## config.mk

```make
export PLATFORM = sky130hd
export DESIGN_NAME = fp_iss_interlock
export DESIGN_NICKNAME = d
export VERILOG_FILES = /design/src/rtl/fp_iss_pkg.sv /design/src/rtl/fp_iss_wheel.sv /design/src/rtl/fp_iss_divtrk.sv /design/src/rtl/fp_iss_hazard.sv /design/src/rtl/fp_iss_interlock.sv
export SDC_FILE = /design/constraint.sdc
export NUM_CORES = 1
export LEC_CHECK = 0
export BUFFER_PORTS_ARGS = -buffer_cell sky130_fd_sc_hd__buf_2
export CAP_MARGIN = 20
export CORE_ASPECT_RATIO = 0.8
export CORE_MARGIN = 4
export CORE_UTILIZATION = 57
export CTS_BUF_LIST = sky130_fd_sc_hd__clkbuf_8 sky130_fd_sc_hd__clkbuf_16
export DETAILED_ROUTE_END_ITERATION = 16
export MAX_ROUTING_LAYER = met4
export PLACE_DENSITY = 0.84
export SYNTH_ARGS = -nofsm -noshare
export SYNTH_HDL_FRONTEND = slang
export SYNTH_SLANG_ARGS = --single-unit
export TNS_END_PERCENT = 50
```

## constraint.sdc

```tcl
create_clock -name clk -period 3.7 [get_ports clk]
set_input_delay 0.925 -clock clk [delete_from_list [all_inputs] [get_ports clk]]
set_output_delay 0.925 -clock clk [all_outputs]
set_load 0.03 [all_outputs]
```

## src/rtl/fp_iss_pkg.sv

```systemverilog
package fp_iss_pkg;

    localparam int REG_W = 5;

    typedef enum logic [2:0] {
        CLS_INT    = 3'd0,
        CLS_LOAD   = 3'd1,
        CLS_STORE  = 3'd2,
        CLS_BRANCH = 3'd3,
        CLS_FADD   = 3'd4,
        CLS_FMUL   = 3'd5,
        CLS_FDIV   = 3'd6
    } op_cls_e;

    // One pending write-back: which file, whether a load made it, target register
    typedef struct packed {
        logic             vld;
        logic             fp;
        logic             ld;
        logic [REG_W-1:0] dst;
    } wb_ent_t;

    function automatic logic cls_writes(op_cls_e c);
        return !(c == CLS_STORE || c == CLS_BRANCH);
    endfunction

    // Cycles from issue to the write-back cycle
    function automatic int unsigned wb_offset(op_cls_e c, int unsigned add_d,
                                              int unsigned mul_d, int unsigned div_c);
        case (c)
            CLS_FADD: return add_d + 1;
            CLS_FMUL: return mul_d + 1;
            CLS_FDIV: return div_c + 1;
            default:  return 2;
        endcase
    endfunction

    function automatic int unsigned max3(int unsigned a, int unsigned b, int unsigned c);
        int unsigned m;
        m = (a > b) ? a : b;
        return (m > c) ? m : c;
    endfunction

endpackage

```

## src/rtl/fp_iss_wheel.sv

```systemverilog
module fp_iss_wheel
    import fp_iss_pkg::*;
#(
    parameter int NSLOT = 26,
    parameter int OFF_W = 5
) (
    input  logic             clk,
    input  logic             rst,
    input  logic             ins,
    input  logic [OFF_W-1:0] ins_off,
    input  wb_ent_t          ins_ent,
    output wb_ent_t          slot [NSLOT]
);

    wb_ent_t nxt [NSLOT];

    // Slot k holds the write k cycles away; an insert at offset o lands in o-1
    always_comb begin
        for (int k = 0; k < NSLOT; k++) begin
            if (k < NSLOT - 1) nxt[k] = slot[k+1];
            else               nxt[k] = '0;
            if (ins && ins_off == OFF_W'(k + 1)) nxt[k] = ins_ent;
        end
    end

    always_ff @(posedge clk) begin
        for (int k = 0; k < NSLOT; k++) begin
            if (rst) slot[k] <= '0;
            else     slot[k] <= nxt[k];
        end
    end

endmodule

```

## src/rtl/fp_iss_divtrk.sv

```systemverilog
module fp_iss_divtrk #(
    parameter int DIV_CYCLES = 24
) (
    input  logic clk,
    input  logic rst,
    input  logic start,
    output logic busy
);

    localparam int CNT_W = $clog2(DIV_CYCLES + 1);

    logic [CNT_W-1:0] left;

    always_ff @(posedge clk) begin
        if (rst)          left <= '0;
        else if (start)   left <= CNT_W'(DIV_CYCLES - 1);
        else if (busy)    left <= left - 1'b1;
    end

    assign busy = (left != '0);

endmodule

```

## src/rtl/fp_iss_hazard.sv

```systemverilog
module fp_iss_hazard
    import fp_iss_pkg::*;
#(
    parameter int NSLOT = 26,
    parameter int OFF_W = 5
) (
    input  wb_ent_t          slot [NSLOT],
    input  logic             valid,
    input  logic             writes,
    input  logic             is_div,
    input  logic             div_busy,
    input  logic [OFF_W-1:0] off,
    input  logic             fp,
    input  logic             s1_en,
    input  logic [REG_W-1:0] s1,
    input  logic             s2_en,
    input  logic [REG_W-1:0] s2,
    input  logic [REG_W-1:0] dst,
    output logic             stall
);

    logic port_hit, raw_hit, waw_hit;

    always_comb begin
        port_hit = 1'b0;
        raw_hit  = 1'b0;
        waw_hit  = 1'b0;
        for (int k = 0; k < NSLOT; k++) begin
            logic same_file, src_match, not_ready;
            same_file = slot[k].vld && (slot[k].fp == fp);
            src_match = (s1_en && slot[k].dst == s1) || (s2_en && slot[k].dst == s2);
            not_ready = (k >= 2) || (k == 1 && slot[k].ld);
            if (same_file && src_match && not_ready) raw_hit = 1'b1;
            if (writes && same_file && slot[k].dst == dst && k >= 2) waw_hit = 1'b1;
            if (writes && slot[k].vld && off == OFF_W'(k)) port_hit = 1'b1;
        end
    end

    assign stall = valid && (port_hit || raw_hit || waw_hit || (is_div && div_busy));

endmodule

```

## src/rtl/fp_iss_interlock.sv

```systemverilog
module fp_iss_interlock
    import fp_iss_pkg::*;
#(
    parameter int ADD_DEPTH  = 4,
    parameter int MUL_DEPTH  = 7,
    parameter int DIV_CYCLES = 24
) (
    input  logic             clk,
    input  logic             rst,
    input  logic             id_valid,
    input  logic [2:0]       id_cls,
    input  logic             id_fp,
    input  logic             id_src1_en,
    input  logic [REG_W-1:0] id_src1,
    input  logic             id_src2_en,
    input  logic [REG_W-1:0] id_src2,
    input  logic [REG_W-1:0] id_dst,
    output logic             id_stall,
    output logic             div_busy,
    output logic             wb_valid,
    output logic             wb_fp,
    output logic [REG_W-1:0] wb_dst
);

    localparam int MAX_OFF = int'(max3(ADD_DEPTH, MUL_DEPTH, DIV_CYCLES)) + 1;
    localparam int NSLOT   = MAX_OFF + 1;
    localparam int OFF_W   = $clog2(NSLOT);

    op_cls_e          cls;
    logic             writes, is_div, issue;
    logic [OFF_W-1:0] off;
    wb_ent_t          new_ent;
    wb_ent_t          slot [NSLOT];

    assign cls     = op_cls_e'(id_cls);
    assign writes  = id_valid && cls_writes(cls);
    assign is_div  = (cls == CLS_FDIV);
    assign off     = OFF_W'(wb_offset(cls, ADD_DEPTH, MUL_DEPTH, DIV_CYCLES));
    assign issue   = id_valid && !id_stall;
    assign new_ent = '{vld: 1'b1, fp: id_fp, ld: (cls == CLS_LOAD), dst: id_dst};

    fp_iss_wheel #(.NSLOT(NSLOT), .OFF_W(OFF_W)) wheel_i (
        .clk     (clk),
        .rst     (rst),
        .ins     (issue && writes),
        .ins_off (off),
        .ins_ent (new_ent),
        .slot    (slot)
    );

    fp_iss_divtrk #(.DIV_CYCLES(DIV_CYCLES)) divtrk_i (
        .clk   (clk),
        .rst   (rst),
        .start (issue && is_div),
        .busy  (div_busy)
    );

    fp_iss_hazard #(.NSLOT(NSLOT), .OFF_W(OFF_W)) hazard_i (
        .slot     (slot),
        .valid    (id_valid),
        .writes   (writes),
        .is_div   (is_div),
        .div_busy (div_busy),
        .off      (off),
        .fp       (id_fp),
        .s1_en    (id_src1_en),
        .s1       (id_src1),
        .s2_en    (id_src2_en),
        .s2       (id_src2),
        .dst      (id_dst),
        .stall    (id_stall)
    );

    assign wb_valid = slot[0].vld;
    assign wb_fp    = slot[0].fp;
    assign wb_dst   = slot[0].dst;

endmodule

```

---- Yosys cells after proc, flatten, opt, wreduce, memory -nomap -nowiden ----
Index checks and enable logic that the tools add are counted.
word-level totals
  register bits after elaboration ......... 212
  bits in latches ......................... 0
  bits in writable memories ............... 0
  ROM bits ................................ 0
  input port bits ......................... 24
  output and inout bits ................... 9
  word-level logic and storage cells ...... 611
  memories kept ........................... 0
operators by class
  add/subtract/negate cells ............... 1
  $mul .................................... 0
  div/mod/pow operators ................... 0
  magnitude comparators ................... 0
  eq/ne operators ......................... 131
  shift-type cells ........................ 0
  muxes and demuxes ....................... 104
  bitwise gates (word level) .............. 1
  reduce and logical (&&, ||, !) cells .... 269
operators with widths
  kind                                              count
  == test 5 bit                                     74
  logical AND 1 bit                                 233
  two-way mux 8 bit                                 26
  two-way mux 1 bit                                 75
  == test 5 bit, second input constant              11
  == test 5 x 4 -> 1 bit, second input constant     8
  logical OR 1 bit                                  29
  == test 1 bit                                     25
  == test 5 x 3 -> 1 bit, second input constant     4
  one-hot mux 5 bit (3 select lines)                1
  == test 5 x 2 -> 1 bit, second input constant     2
  two-way mux 5 bit                                 2
  == test 3 bit, second input constant              3
  == test 3 x 2 -> 1 bit, second input constant     2
  == test 5 x 1 -> 1 bit, second input constant     1
  logical NOT 5 bit                                 1
  nonzero test 5 bit                                1
  subtractor 5 x 1 -> 5 bit, second input constant  1
  OR reduction 2 bit                                2
  == test 3 x 1 -> 1 bit, second input constant     1
  logical NOT 1 bit                                 2
  nonzero test 2 bit                                1
  NOT 1 bit                                         1

---- Longest topological paths before layout ----
  depth after elaboration ................. 42
  gate-level depth with buffers ........... 11
  mapped depth without buffers ............ 10

---- Cells and area by module ----
A second synthesis with hierarchy kept.
unflattened totals
  cells, all modules ...................... 1479
  area total of the unflattened synthesis .. 13990.9 µm²
by module, submodules not included
  module            times used  cells each  area each (µm²)  seq. area each (µm²)
  fp_iss_wheel      1           720         8131.5           4164.0
  fp_iss_hazard     1           721         5540.3           0.0
  fp_iss_divtrk     1           24          239.0            100.1
  fp_iss_interlock  1           14          80.1             0.0

---- Worst setup path before layout ----
OpenSTA, ideal clock, no wires.
  path kind ............................... in2out
  from .................................... input port id_src2[1]
  to ...................................... output port id_stall
  arrival time ............................ 2.769 ns
  required time ........................... 2.775 ns
  slack ................................... 0.006 ns
  stages on the path ...................... 10
  path buffers ............................ 2
  path through ............................ buf_4 -> buf_6 -> xnor2_1 -> nand4_1 -> nor4_1 -> nor4_1 -> nand4_1 -> nor4_4 -> o21ai_0 -> and2_1
on the way
  word-level cells in the longest chain between the ends .. 34
ends and longest elaborated chain
  element                           line                    RTL
  start, declared                   fp_iss_interlock.sv:16  input logic [REG_W-1:0] id_src2,
  == test 5 bit                     fp_iss_hazard.sv:31     src_match = (s1_en && slot[k].dst == s1) || (s2_en && slot[k].dst == s2);
  logical AND 1 bit                 fp_iss_hazard.sv:31
  logical OR 1 bit                  fp_iss_hazard.sv:31
  logical AND 1 bit (2 in series)   fp_iss_hazard.sv:33     if (same_file && src_match && not_ready) raw_hit = 1'b1;
  two-way mux 1 bit (24 in series)  fp_iss_hazard.sv:33
  two-way mux 1 bit *               fp_iss_hazard.sv:33
  logical OR 1 bit * (3 in series)  fp_iss_hazard.sv:39     assign stall = valid && (port_hit || raw_hit || waw_hit || (is_div && div_busy));
  logical AND 1 bit *               fp_iss_hazard.sv:39
  end, declared                     fp_iss_interlock.sv:18  output logic id_stall,
Mark *: on every way between the ends. The rest lies on a longest branch, timed or not.

---- Worst setup path after layout ----
  from .................................... input port id_src2[2]
  to ...................................... output port id_stall
The elaborated chain is that of the path after synthesis.

==> results.md <==
- Die width: 166 µm
- Slew HR: 0.419
- Vias per cell: 5.89
- Total power: 5680 µW
- Yosys cell types: 43
- Total track usage: 0.305
- CP delay by family, top: simple AND/OR/NAND/NOR gates
- Final hold vios: 0
- CP cell instances: buf_8 -> bufbuf_16 -> buf_6 -> xor2_2 -> nor4_2 -> nor4_1 -> nand4_1 -> nor4_4 -> o21ai_1 -> and2_4 -> buf_6
- Initial DRC Count: 1130
- Worst min path class: register to register
- Endpoints failing setup: 1
- Synth Instances: 1182
- Period minus WS final: 4.01 ns
- CP Class: input port to output port
- CTS max path bufs: 3
- Final WL: 35600 µm
- Drt pass-1 iters: 5
- Number of max-cap violations: 0
- DR WL/cell: 22.3 µm
- Sink Count: 212
- Pwr Density: 397 mW/mm²
- Number of buffers and inverters on the critical path: 4
- Fin Setup TNS: -0.308 ns
- Initial antenna violation count: 0
- Clk root buf: clkbuf_16
- GRT Residual Overflow: 0
- Synthesis Warnings: 0
- Leakage power: 0.00548 µW
- Rows: 45
- Clock Latency Late Sink: 0.51 ns
- Antenna Cells: 0
- Peak supply drop: 347 µV
- Failing checks: setup timing
- Max Clock Skew: 0.0184 ns
- Crit. End Element: output port
- Post-DP HPWL: 23000 µm
- RSZ-0062 raised after global routing: yes
- Main synth FF type: dfxtp_1
- Tcrit/Tclk final: 1.08
- First-pass GRT wire length: 52700 µm
- Routed vias: 9397
- CTS Hold Bufs: 0
- IO buf count: 32
- CTS tree: built
- DRC Markers: 0
- Core box area: 0.0193 mm²
- Post-synth ARST share: 0
- Crit Path Max Fanout: 5
- RD Place Congestion: 1.00
- Status: finished, violations left
- Yosys reg bits: 212
- Pin count of the biggest net entering global routing: 89
- Max frequency: 249 MHz
- Detail Route Antenna Nets: 0
- Most frequent CP cell: buf_6
- Layout cell share with drive strength beyond 1: 0.220
- Post-synthesis cell area: 0.0113 mm²
- H-tree depth: 1
- Pre-CTS setup slack: -0.338 ns
- Fin nets: 1352
- I/O Pins: 33
- Initial Util: 0.589
- Avg Cell Area, Syn: 9.59 µm²
- CTS buffer count: 21
- Number of synthesized flops with an enable pin: 0
- Slew @ Worst Pin: 0.864 ns
- Area Overhead vs Synth: 26.2%
- Final number of max-transition violations: 0
- CP max stage cell: nor4_4
- CP Launch Type: input port
- CP max stage delay: 0.40 ns
- Vias in the first global route: 9133
- Clock-pin slew on the worst setup and hold paths: 0.06 ns
- Final WS setup: -0.308 ns
- Die Height: 134 µm
- Worst path arrival time: 3.08 ns
- Sequential share of the synthesized area: 0.374
- Die footprint: 0.0222 mm²
- Worst path required time: 2.77 ns
- Fillers: 1232
[timing repair]
| action | 4_1_cts | 5_1_grt |
|---|---|---|
| endpoints found under the setup margin | 1 | 1 |
| resized for setup | 52 | 47 |
| endpoints found under the hold margin | 0 | 0 |
| pin swaps | 27 | 29 |
| cloned | 2 | 0 |
| buffers inserted | 25 | 19 |
[through the flow]
stage / hold WS (ns) / area (µm²) / util / std cells
after floorplan: 0.414 / 11400 / - / 1189
after global placement: 0.417 / 12700 / 0.657 / 1517
after detailed placement: 0.422 / 12700 / 0.657 / 1517
after CTS: 0.436 / 13900 / 0.723 / 1577
after global routing: 0.455 / 14300 / 0.743 / 1596
final: 0.433 / 14300 / 0.743 / 1596
[power by group]
group	total (µW)	switching [µW]	internal [µW]
Combinational	947	492	455
Sequential	2380	53.1	2330
Clock	2360	892	1460
Total	5680	1440	4250
[cell usage after synthesis, types with 8 or more instances]
library cell / instances / share of area
buf_6: 14 / 0.014
nor2b_1: 168 / 0.093
nand2b_1: 29 / 0.016
nand2_1: 40 / 0.013
nor4_1: 76 / 0.042
nor3_1: 16 / 0.0071
inv_1: 9 / 0.0030
a21oi_1: 8 / 0.0035
buf_4: 31 / 0.021
dfxtp_1: 212 / 0.37
xnor2_1: 274 / 0.21
nand4_1: 62 / 0.034
mux2i_1: 24 / 0.021
nand3_1: 17 / 0.0075
xor2_1: 123 / 0.095
clkbuf_1: 29 / 0.0096
[layout by cell type, fill, tap and decap left out, drive strengths merged, types with 2 or more instances in the layout]
| master | netlist | layout |
|---|---|---|
| xnor2 | 274 | 274 |
| dfxtp | 212 | 212 |
| buf | 54 | 197 |
| nor2b | 168 | 168 |
| xor2 | 123 | 123 |
| nor4 | 77 | 77 |
| nand4 | 65 | 65 |
| nand2 | 40 | 40 |
| nand2b | 30 | 30 |
| mux2i | 24 | 24 |
| clkbuf | 29 | 22 |
| nand3 | 18 | 18 |
| nor3 | 18 | 18 |
| inv | 10 | 12 |
| a21oi | 8 | 8 |
| conb | 1 | 8 |
| nor2 | 7 | 7 |
| o21ai | 7 | 7 |
| bufinv | 0 | 6 |
| clkinv | 0 | 4 |
| and3b | 3 | 3 |
| o211ai | 2 | 2 |
| and2 | 2 | 2 |
[final cells by class]
class | instances | area [µm²] | area share
multi-input cells | 884 | 6860 | 0.479
flip-flops and latches | 212 | 4240 | 0.297
repair buffers | 198 | 2100 | 0.147
clock buffers | 22 | 539 | 0.0377
well taps | 258 | 323 | 0.0226
clock inverters | 12 | 208 | 0.0145
inverters | 10 | 37.5 | 0.00262
[registers in the layout (all words and copies together), names as in the netlist]
| name | cells |
|---|---|
| wheel_i.slot | 207 |
| divtrk_i.left | 5 |
[metal layers]
| layer | global-route usage | routed length [µm] | vias up |
|---|---|---|---|
| li1 | - | - | 4168 |
| met4 | 0.0944 | 1530 | 0 |
| met2 | 0.447 | 15200 | 630 |
| met3 | 0.0601 | 4200 | 148 |
| met5 | - | 0 | - |
| met1 | 0.429 | 14700 | 4451 |
[final timing paths]
kind                          start                end  slack (ns)  cells after the start
setup / recovery         id_src2[2]           id_stall       -0.31                     11
hold / removal    wheel_i.slot[101]  wheel_i.slot[109]        0.43                      1
setup reg to reg   divtrk_i.left[0]   wheel_i.slot[13]        0.66                     11
hold reg to reg   wheel_i.slot[101]  wheel_i.slot[109]        0.43                      1
[kinds of logic (layout without fill, tap and decap cells)]
group,Yosys count,count (layout),share of synthesized area
flip-flops,212,212,0.374
adder cells (fa/ha/maj),1,1,0.00110
buffers and inverters,93,242,0.0535
other,1,8,0.000331
AO/OA/AOI/OAI,22,22,0.0121
AND/OR/NAND/NOR,432,432,0.231
multiplexers,24,24,0.0212
XOR/XNOR,397,397,0.307
[worst register-to-register path, stage by stage (launching register included)]
cell and delay, ns:
dfxtp_1 0.31, inv_1 0.09, ha_1 0.22, nand2b_4 0.08, nor3_4 0.17, a221oi_1 0.16
nor4_1 0.32, nand4_1 0.25, nor4_4 0.40, buf_4 0.23, nand4_2 0.37, and3b_1 0.33
Note: power is estimated with default switching activity, not from simulation.
